[src/rtl/spi_reg_pkg.sv]
// Package spi_reg_pkg
// Shared frame layout, register addresses and key values for the SPI
// register target. Assumes a 1-bit read flag, 7-bit address, 16-bit data.
package spi_reg_pkg;
    localparam int ADDR_W  = 7;
    localparam int DATA_W  = 16;
    localparam int FRAME_W = 1 + ADDR_W + DATA_W;

    localparam logic [ADDR_W-1:0] A_NOP       = 7'h00;
    localparam logic [ADDR_W-1:0] A_CODE_BASE = 7'h01;
    localparam logic [ADDR_W-1:0] A_IFCFG     = 7'h10;
    localparam logic [ADDR_W-1:0] A_LOCK      = 7'h11;
    localparam logic [ADDR_W-1:0] A_TRIG      = 7'h12;

    localparam logic [3:0] UNLOCK_KEY = 4'b0101;
    localparam logic [3:0] SRST_KEY   = 4'b1010;

    typedef struct packed {
        logic              rd;
        logic [ADDR_W-1:0] addr;
        logic [DATA_W-1:0] data;
    } frame_t;
endpackage

[src/rtl/spi_pin_sync.sv]
// Module spi_pin_sync
// Brings W asynchronous pins into the clk domain through a STAGES-deep
// flop chain. It reports the settled level and one-cycle rise/fall pulses.
// Assumes each pin holds a level for several clk cycles.
module spi_pin_sync #(
    parameter int             W       = 3,
    parameter int             STAGES  = 2,
    parameter logic [W-1:0]   RST_VAL = '0
) (
    input  logic         clk,
    input  logic         rst_n,
    input  logic [W-1:0] pin_i,
    output logic [W-1:0] lvl_o,
    output logic [W-1:0] rise_o,
    output logic [W-1:0] fall_o
);
    logic [W-1:0] chain [STAGES];
    logic [W-1:0] prev;

    // first stage samples the raw pins
    always_ff @(posedge clk) begin
        if (!rst_n) chain[0] <= RST_VAL;
        else        chain[0] <= pin_i;
    end

    genvar gs;
    generate
        for (gs = 1; gs < STAGES; gs++) begin : g_stage
            // each further stage retimes the previous one
            always_ff @(posedge clk) begin
                if (!rst_n) chain[gs] <= RST_VAL;
                else        chain[gs] <= chain[gs-1];
            end
        end
    endgenerate

    // previous settled level kept for edge detection
    always_ff @(posedge clk) begin
        if (!rst_n) prev <= RST_VAL;
        else        prev <= chain[STAGES-1];
    end

    assign lvl_o  = chain[STAGES-1];
    assign rise_o = lvl_o & ~prev;
    assign fall_o = ~lvl_o & prev;
endmodule

[src/rtl/spi_frame_shifter.sv]
// Module spi_frame_shifter
// A single shift register takes SDI at its bottom and presents SDO at its top.
// At frame start it loads the held response word. At frame end it reports a
// commit when at least FRAME_W bits arrived, and then forms the next response
// as a read answer or as an echo. Assumes event pulses come from spi_pin_sync.
module spi_frame_shifter
    import spi_reg_pkg::*;
(
    input  logic              clk,
    input  logic              rst_n,
    input  logic              frame_start,
    input  logic              frame_end,
    input  logic              shift_evt,
    input  logic              launch_evt,
    input  logic              sdi_bit,
    input  logic              fast_mode,
    input  logic [DATA_W-1:0] rdata,
    output frame_t            rx_word,
    output logic              commit,
    output logic              sdo_bit
);
    localparam int CNT_W = $clog2(FRAME_W + 1);
    localparam logic [CNT_W-1:0] CNT_FULL = CNT_W'(FRAME_W);

    frame_t           sr;
    frame_t           resp;
    frame_t           next_resp;
    logic [CNT_W-1:0] cnt;
    logic             hold;

    assign commit  = frame_end && (cnt == CNT_FULL);
    assign rx_word = sr;

    // shift register and saturating bit counter for the running frame
    always_ff @(posedge clk) begin
        if (!rst_n) begin
            sr  <= '0;
            cnt <= '0;
        end else if (frame_start) begin
            sr  <= resp;
            cnt <= '0;
        end else if (shift_evt) begin
            sr  <= frame_t'({sr[FRAME_W-2:0], sdi_bit});
            if (cnt != CNT_FULL) cnt <= cnt + 1'b1;
        end
    end

    // response for the next frame: read answer or echo of the command
    always_comb begin
        next_resp = sr;
        if (sr.rd) begin
            next_resp.rd   = 1'b1;
            next_resp.addr = sr.addr;
            next_resp.data = rdata;
        end
    end

    // hold the response word; dropped frames leave it untouched
    always_ff @(posedge clk) begin
        if (!rst_n)      resp <= '0;
        else if (commit) resp <= next_resp;
    end

    // normal-launch output flop, updated on rising SCLK
    always_ff @(posedge clk) begin
        if (!rst_n)          hold <= 1'b0;
        else if (frame_start) hold <= resp.rd;
        else if (launch_evt) hold <= sr[FRAME_W-1];
    end

    assign sdo_bit = fast_mode ? sr[FRAME_W-1] : hold;
endmodule

[src/rtl/spi_reg_bank.sv]
// Module spi_reg_bank
// Register bank behind the SPI target. It holds NCH left-aligned channel
// codes, the output configuration, a lock bit, and a trigger register with
// unlock and soft-reset keys. Assumes wr_stb is a one-cycle pulse.
module spi_reg_bank
    import spi_reg_pkg::*;
#(
    parameter int NCH    = 3,
    parameter int CODE_W = 10
) (
    input  logic                  clk,
    input  logic                  rst_n,
    input  logic                  wr_stb,
    input  logic [ADDR_W-1:0]     wr_addr,
    input  logic [DATA_W-1:0]     wr_data,
    input  logic [ADDR_W-1:0]     rd_addr,
    output logic [DATA_W-1:0]     rdata,
    output logic [NCH*CODE_W-1:0] ch_code,
    output logic                  sdo_en,
    output logic                  fast_mode,
    output logic                  locked
);
    localparam int PAD_W = DATA_W - CODE_W;

    logic [CODE_W-1:0] code [NCH];
    logic              soft_rst;
    logic              unlock_hit;
    logic              wr_open;
    logic              unused_wr_bits;

    assign unused_wr_bits = ^wr_data;
    assign soft_rst   = wr_stb && (wr_addr == A_TRIG) && (wr_data[15:12] == SRST_KEY);
    assign unlock_hit = wr_stb && (wr_addr == A_TRIG) && (wr_data[3:0] == UNLOCK_KEY);
    assign wr_open    = wr_stb && !locked;

    // configuration and lock bits with key handling
    always_ff @(posedge clk) begin
        if (!rst_n || soft_rst) begin
            sdo_en    <= 1'b0;
            fast_mode <= 1'b0;
            locked    <= 1'b0;
        end else begin
            if (wr_open && wr_addr == A_IFCFG) begin
                sdo_en    <= wr_data[0];
                fast_mode <= wr_data[1];
            end
            if (unlock_hit)
                locked <= 1'b0;
            else if (wr_open && wr_addr == A_LOCK)
                locked <= wr_data[0];
        end
    end

    genvar gc;
    generate
        for (gc = 0; gc < NCH; gc++) begin : g_chan
            localparam logic [ADDR_W-1:0] MY_ADDR = ADDR_W'(int'(A_CODE_BASE) + gc);
            // channel code register keeps the upper CODE_W data bits
            always_ff @(posedge clk) begin
                if (!rst_n || soft_rst)
                    code[gc] <= '0;
                else if (wr_open && wr_addr == MY_ADDR)
                    code[gc] <= wr_data[DATA_W-1 -: CODE_W];
            end
            assign ch_code[gc*CODE_W +: CODE_W] = code[gc];
        end
    endgenerate

    // read multiplexer; unmapped and write-only addresses return zero
    always_comb begin
        rdata = '0;
        for (int i = 0; i < NCH; i++) begin
            if (rd_addr == ADDR_W'(int'(A_CODE_BASE) + i))
                rdata = DATA_W'(code[i]) << PAD_W;
        end
        if (rd_addr == A_IFCFG) rdata = DATA_W'({fast_mode, sdo_en});
        if (rd_addr == A_LOCK)  rdata = DATA_W'(locked);
    end
endmodule

[src/rtl/spi_reg_target.sv]
// Module spi_reg_target
// Top of the SPI register target. It synchronizes the pins, turns pin edges
// into frame events, runs the frame shifter and the register bank, and gates
// SDO with its output enable. Assumes SCLK idles high and each SCLK phase
// lasts at least SYNC_STAGES+2 clk cycles.
module spi_reg_target
    import spi_reg_pkg::*;
#(
    parameter int NCH         = 3,
    parameter int CODE_W      = 10,
    parameter int SYNC_STAGES = 2
) (
    input  logic                  clk,
    input  logic                  rst_n,
    input  logic                  spi_sclk,
    input  logic                  spi_sync_n,
    input  logic                  spi_sdi,
    output logic                  spi_sdo,
    output logic                  spi_sdo_oe,
    output logic [NCH*CODE_W-1:0] ch_code
);
    localparam int PIN_N = 3;
    localparam int P_SYNC = 2;
    localparam int P_SCLK = 1;
    localparam int P_SDI  = 0;

    logic [PIN_N-1:0]  pin_lvl, pin_rise, pin_fall;
    logic              frame_active, frame_start, frame_end;
    logic              shift_evt, launch_evt;
    logic              commit, sdo_bit;
    logic              sdo_en, fast_mode, locked;
    logic [DATA_W-1:0] rdata;
    frame_t            rx_word;
    logic              unused_edges;

    spi_pin_sync #(
        .W       (PIN_N),
        .STAGES  (SYNC_STAGES),
        .RST_VAL (3'b110)
    ) u_pins (
        .clk    (clk),
        .rst_n  (rst_n),
        .pin_i  ({spi_sync_n, spi_sclk, spi_sdi}),
        .lvl_o  (pin_lvl),
        .rise_o (pin_rise),
        .fall_o (pin_fall)
    );

    assign unused_edges = ^{pin_rise[P_SDI], pin_fall[P_SDI]};
    assign frame_active = !pin_lvl[P_SYNC];
    assign frame_start  = pin_fall[P_SYNC];
    assign frame_end    = pin_rise[P_SYNC];
    assign shift_evt    = frame_active && pin_fall[P_SCLK];
    assign launch_evt   = frame_active && pin_rise[P_SCLK];

    spi_frame_shifter u_shift (
        .clk         (clk),
        .rst_n       (rst_n),
        .frame_start (frame_start),
        .frame_end   (frame_end),
        .shift_evt   (shift_evt),
        .launch_evt  (launch_evt),
        .sdi_bit     (pin_lvl[P_SDI]),
        .fast_mode   (fast_mode),
        .rdata       (rdata),
        .rx_word     (rx_word),
        .commit      (commit),
        .sdo_bit     (sdo_bit)
    );

    spi_reg_bank #(
        .NCH    (NCH),
        .CODE_W (CODE_W)
    ) u_bank (
        .clk       (clk),
        .rst_n     (rst_n),
        .wr_stb    (commit && !rx_word.rd),
        .wr_addr   (rx_word.addr),
        .wr_data   (rx_word.data),
        .rd_addr   (rx_word.addr),
        .rdata     (rdata),
        .ch_code   (ch_code),
        .sdo_en    (sdo_en),
        .fast_mode (fast_mode),
        .locked    (locked)
    );

    assign spi_sdo_oe = sdo_en && frame_active;
    assign spi_sdo    = spi_sdo_oe && sdo_bit;
endmodule

[config.mk]
export PLATFORM = sky130hd
export DESIGN_NAME = spi_reg_target
export DESIGN_NICKNAME = d
export VERILOG_FILES = /design/src/rtl/spi_reg_pkg.sv /design/src/rtl/spi_pin_sync.sv /design/src/rtl/spi_frame_shifter.sv /design/src/rtl/spi_reg_bank.sv /design/src/rtl/spi_reg_target.sv
export SDC_FILE = /design/constraint.sdc
export NUM_CORES = 1
export LEC_CHECK = 0
export BUFFER_PORTS_ARGS = -buffer_cell sky130_fd_sc_hd__buf_2
export CORE_MARGIN = 10
export CORE_UTILIZATION = 55
export CTS_BUF_LIST = sky130_fd_sc_hd__clkbuf_4 sky130_fd_sc_hd__clkbuf_8
export CTS_CLUSTER_DIAMETER = 50
export CTS_CLUSTER_SIZE = 30
export DETAILED_ROUTE_END_ITERATION = 10
export PLACE_DENSITY = 0.77
export SLEW_MARGIN = 15
export SYNTH_ARGS = -nofsm -noshare
export SYNTH_HDL_FRONTEND = slang
export SYNTH_HIERARCHICAL = 1
export SYNTH_SLANG_ARGS = --single-unit
[constraint.sdc]
create_clock -name clk -period 6.2 [get_ports clk]
set_input_delay 0.62 -clock clk [delete_from_list [all_inputs] [get_ports clk]]
set_output_delay 0.62 -clock clk [all_outputs]
set_load 0.01 [all_outputs]
==> metrics, run 1 <==
status completed; commonest non-fill, non-tap cells in the layout dfxtp_1, nand2_1, mux2i_1; largest net degree at the start of global routing 51; metal3 WL 581 µm; sequential fraction of design power 56.3%; ANT cells 0; Post-Syn Area per Cell 10.4 µm²; CP cell instances inv_1 > ha_1 > and4b_1 > and2_1 > nor2b_1 > nor2b_1 > nand3b_1 > o211ai_1; RSZ-0062 raised after global routing no; CP bufs+invs 1; CP required 6.18 ns; die height 111 µm; ratio of cells with drive above 1 in the final layout 16.9%; Crit Path Category reg2reg; most common cell after layout, fill and taps aside dfxtp_1; startpoint types flop; Leakage 2.14 nW; Least-Margin Pin Slew 1.08 ns; Finished Cell Area 4900 µm²; max layer used met4; Worst Path Max Fanout 30; Die Wd 111 µm; Final nets 453; gate count after technology mapping 441; clk sinks 95; Reg2Reg Setup Slack 1.85 ns; Hold Crit Depth 1; synth warn 6; Row Count 33; drt first pass iters 7; Switching Share 23.3%; Fillers 690; Max IR drop VDD 0.111 mV; family with the most delay on the worst path simple AND/OR/NAND/NOR gates; Slowest-stage cell, CP o211ai_1; min-delay worst type reg2reg; FF-to-FF path depth 8; Clock Latency Late Sink 0.36 ns; vias in the first global route 3163; Placeable Area 8180 µm²; Max Cap Viol 0; IO Port Bufs 36; Multi-input gate area 2110 µm²; WL met2 4290 µm; H-tree Lvls 3; Worst R2R Start u_shift/cnt[0]; DPL Wire Length 6290 µm; clock tree buffer depth 2; GPL Wtd Cong 0.851; power per cell area 247 nW/µm²; DRT Wirelength 9410 µm; Clock Pin Slew Worst Setup and Hold Paths 0.09 ns; post-placement cell count 540; M1 wire length 4420 µm; Non-Filler Instances 556; CTS tree built; DIE AREA 12400 µm²; Post-DRT Antenna Nets 0; Setup crit end kind flop; Setup Skew 0.0108 ns; post-DR wirelength/cell 16.9 µm; global-route wire length before repair 15800 µm; CP most frequent cell nor2b_1; CP peak stage delay 1.01 ns; cts repair resizes 0; final setup vio count 0; cell area after synthesis 4600 µm²; Clock Power Share 36.0%; Setup Buffers After CTS 0; synthesis-to-layout area growth 6.64%; Worst Hold Launch u_pins/chain[0][2]; RR Endpoint u_bank/code[2][6]; Global Route Usage Sum 15.0%; Setup TNS 0 ns; Hold Buf Count CTS 0; initial antenna violation count 0; internal power of the cells 0.928 mW; Storage cell area 2200 µm²; number of vias per cell 5.98; drt initial violations 207; WP data arrival 4.34 ns; worst hold endpoint u_pins/chain[1][2]; Tmin final 4.35 ns; Final Hold Vio Count 0; switching power total 0.282 mW; final max-slew violation count 0; fmax 230 MHz; via count 3326; Worst slew margin 28.1%; Root Buffer clkbuf_8; grt total ovfl 0; Ports 37; placed inst area 4680 µm²; post-route DRC violation count 0; crit share post-route 70.2%; Comb pwr share 7.7%; initial core utilization 56.2%; CTS buffer count 9
==> power groups by stage <==
stage	registers, mW	clock network (mW)	logic (mW)
2_1_floorplan	0.691	0	0.0721
3_3_place_gp	0.694	0	0.0917
3_5_place_dp	0.696	0	0.0932
4_1_cts	0.681	0.444	0.0935
5_1_grt	0.685	0.466	0.104
6_report	0.681	0.436	0.0934
==> layout make-up <==
class                      count  area share [%]
timing repair buffer          40            4.29
tap                          105            2.68
inverter                       7           0.536
clock inverter                 6            1.74
clock buffer                  10            2.68
multi-input combinational    293            43.1
sequential                    95            44.9
==> state kept, by name (all words and copies together) (netlist names) <==
name / flops
u_shift/rx_word: 24
u_bank/fast_mode: 1
u_shift/hold: 1
u_bank/sdo_en: 1
u_bank/locked: 1
u_bank/code: 30
u_shift/resp: 24
u_pins/chain: 6
u_shift/cnt: 5
u_pins/prev: 2
==> routing by layer <==
layer	vias to the layer above	global-route usage [%]
li1	1621	-
met1	1598	20.0
met2	94	23.1
met3	13	3.97
met4	0	5.06
met5	-	0
==> worst max path at each step <==
stage / startpoint / end / slack, ns / depth (start not counted)
6_report: u_shift/cnt[0] / u_bank/code[2][6] / 1.85 / 8
5_1_grt: u_shift/cnt[0] / u_bank/code[2][6] / 1.47 / 8
4_1_cts: u_shift/cnt[0] / u_bank/code[2][7] / 1.88 / 8
3_5_place_dp: u_shift/cnt[0] / u_bank/code[2][8] / 1.90 / 8
3_3_place_gp: u_shift/cnt[0] / u_bank/code[1][0] / 2.08 / 8
2_1_floorplan: u_pins/chain[1][2] / u_bank/code[1][0] / 3.49 / 10
==> per-stage QoR <==
step / worst slack (ns) / hold WS (ns) / power (mW) / util (%)
global route: 1.47 / 0.434 / 1.25 / 59.9
detailed placement: 1.90 / 0.396 / 0.789 / 57.3
finish: 1.85 / 0.414 / 1.21 / 59.9
floorplan: 3.49 / 0.386 / 0.763 / -
CTS: 1.88 / 0.417 / 1.22 / 59.9
global placement: 2.08 / 0.388 / 0.786 / 57.3
Power figures use the tool's default switching activity.
==> run 2, diff against run 1 <==
Settings changed: PLACE_DENSITY 0.77 to 0.8.
Clock period 6.2 ns to 3.6 ns, I/O delays scaled along.
==> run 2 against run 1 <==
  * Flip-flop and latch count is the same
  * Largest cell class unchanged
  * Cell count rose by 1.1%
  * Combinational power rose by 83%
  * Setup slack lost 1.2 ns
  * Worst hold slack got worse by 0.24 ns
  * Final area is 1.1% higher
  * Total power increased by 76%
  * Maximum frequency is 46% higher
  * Via count rose by 1.1%
==> metrics, run 2 (synthesized netlist as in run 1, its figures left out) <==
Leakage 2.18 nW; Multi-input gate area 2110 µm²; Fillers 659; commonest non-fill, non-tap cells in the layout dfxtp_1, nand2_1, mux2i_1; Worst Path Max Fanout 22; final max-slew violation count 0; largest register by flop count u_bank/code; status completed; Tmin final 2.99 ns; Final nets 459; CP most frequent cell nor2b_1; WP data arrival 2.97 ns; Hold Buf Count CTS 0; initial antenna violation count 0; post-route DRC violation count 0; total power 2.13 mW; ratio of cells with drive above 1 in the final layout 17.9%; min-delay worst type in2reg; global-route wire length before repair 16400 µm; die height 111 µm; Storage cell area 2200 µm²; CP cell instances inv_1 > ha_1 > and4b_1 > and2_1 > nor2b_1 > nor2b_1 > nand3b_1 > buf_4 > o211ai_1; largest net degree at the start of global routing 51; Switching Share 22.9%; final setup vio count 0; Comb pwr share 8.1%; DPL Wire Length 6610 µm; Die Wd 111 µm; GPL Wtd Cong 0.807; Max IR drop VDD 0.172 mV; Max Cap Viol 0; number of vias per cell 5.98; drt initial violations 341; Placeable Area 8180 µm²; Clock Power Share 37.0%; Setup crit end kind flop; Non-Filler Instances 562; initial core utilization 56.2%; internal power of the cells 1.64 mW; Clock Pin Slew Worst Setup and Hold Paths 0.09 ns; RSZ-0062 raised after global routing no; CP peak stage delay 0.73 ns; Least-Margin Pin Slew 1.04 ns; Reg2Reg Setup Slack 0.61 ns; Hold Worst Slack 0.171 ns; H-tree Lvls 3; Setup Buffers After CTS 0; ANT cells 0; Crit Path Category reg2reg; CTS buffer count 9; Clock Latency Late Sink 0.37 ns; Setup TNS 0 ns; Largest register FFs 30; Slowest-stage cell, CP o211ai_1; Hold Crit Depth 2; startpoint types flop; Worst slew margin 30.3%; cts repair resizes 0; CTS tree built; DIE AREA 12400 µm²; post-placement cell count 546; Setup Skew 0.0114 ns; post-DR wirelength/cell 17.9 µm; power per cell area 429 nW/µm²; sequential fraction of design power 55.0%; Root Buffer clkbuf_8; DRT Wirelength 10100 µm; Row Count 33; clock tree buffer depth 2; IO Port Bufs 36; Final Hold Vio Count 0; crit share post-route 83.0%; via count 3362; Post-DRT Antenna Nets 0; synthesis-to-layout area growth 7.87%; Global Route Usage Sum 15.9%; CP required 3.59 ns; vias in the first global route 3180; drt first pass iters 5; Ports 37; most common cell after layout, fill and taps aside dfxtp_1; grt total ovfl 0; FF-to-FF path depth 9; clk sinks 95; switching power total 0.487 mW; fmax 335 MHz
==> run 2: cell types whose count changed in the layout (fill, tap and decap cells not counted) <==
cell	previous run	this run
buf_4	4	10
clkbuf_8	9	11
clkinv_1	1	0
clkinv_2	0	1
clkinv_4	1	0
clkinvlp_2	1	0
clkinvlp_4	1	0
inv_1	6	7
==> run 2: per-stage QoR <==
step	util, %	area [µm²]	worst slack [ns]
after floorplan	-	4610	0.886
after global placement	57.9	4730	0.731
after detailed placement	57.9	4730	0.646
after CTS	60.6	4960	0.623
after global routing	60.6	4960	0.303
final	60.6	4960	0.611
==> run 2: per-layer routing <==
layer / GRT usage (%) / part of all wire, % / up-vias
met5: 0 / 0 / -
li1: - / - / 1623
met1: 20.5 / 45 / 1596
met4: 4.28 / 1.0 / 0
met2: 25.0 / 47 / 132
met3: 5.10 / 7.1 / 11
==> run 2: final timing paths <==
check                           from                 end
hold reg to reg   u_pins/chain[0][2]  u_pins/chain[1][2]
hold / removal            spi_sync_n  u_pins/chain[0][2]
setup reg to reg      u_shift/cnt[0]   u_bank/code[2][0]
setup / recovery      u_shift/cnt[0]   u_bank/code[2][0]
==> run 2: cell type report <==
cell class	instances	share of cell area, %
Sequential cell	95	44.4
Multi-Input combinational cell	293	42.7
Timing Repair Buffer	46	5.15
Clock buffer	12	3.21
Tap cell	105	2.65
Clock inverter	4	1.39
Inverter	7	0.530
==> run 2: critical path: cells and delay by family, from the launching register on <==
kind                       cells  cell delay (ns)
and+or+nand+nor                5             1.09
AOI/OAI and AO/OA              1             0.73
DFF                            1             0.35
buffers and inverters          2             0.30
adders and majority gates      1             0.14
==> run 2: power by group through the flow <==
stage | Combinational, mW | Sequential (mW) | Clock, mW
CTS | 0.172 | 1.17 | 0.796
floorplan | 0.124 | 1.19 | 0
finish | 0.171 | 1.17 | 0.786
global route | 0.188 | 1.18 | 0.838
detailed placement | 0.169 | 1.19 | 0
global placement | 0.166 | 1.19 | 0
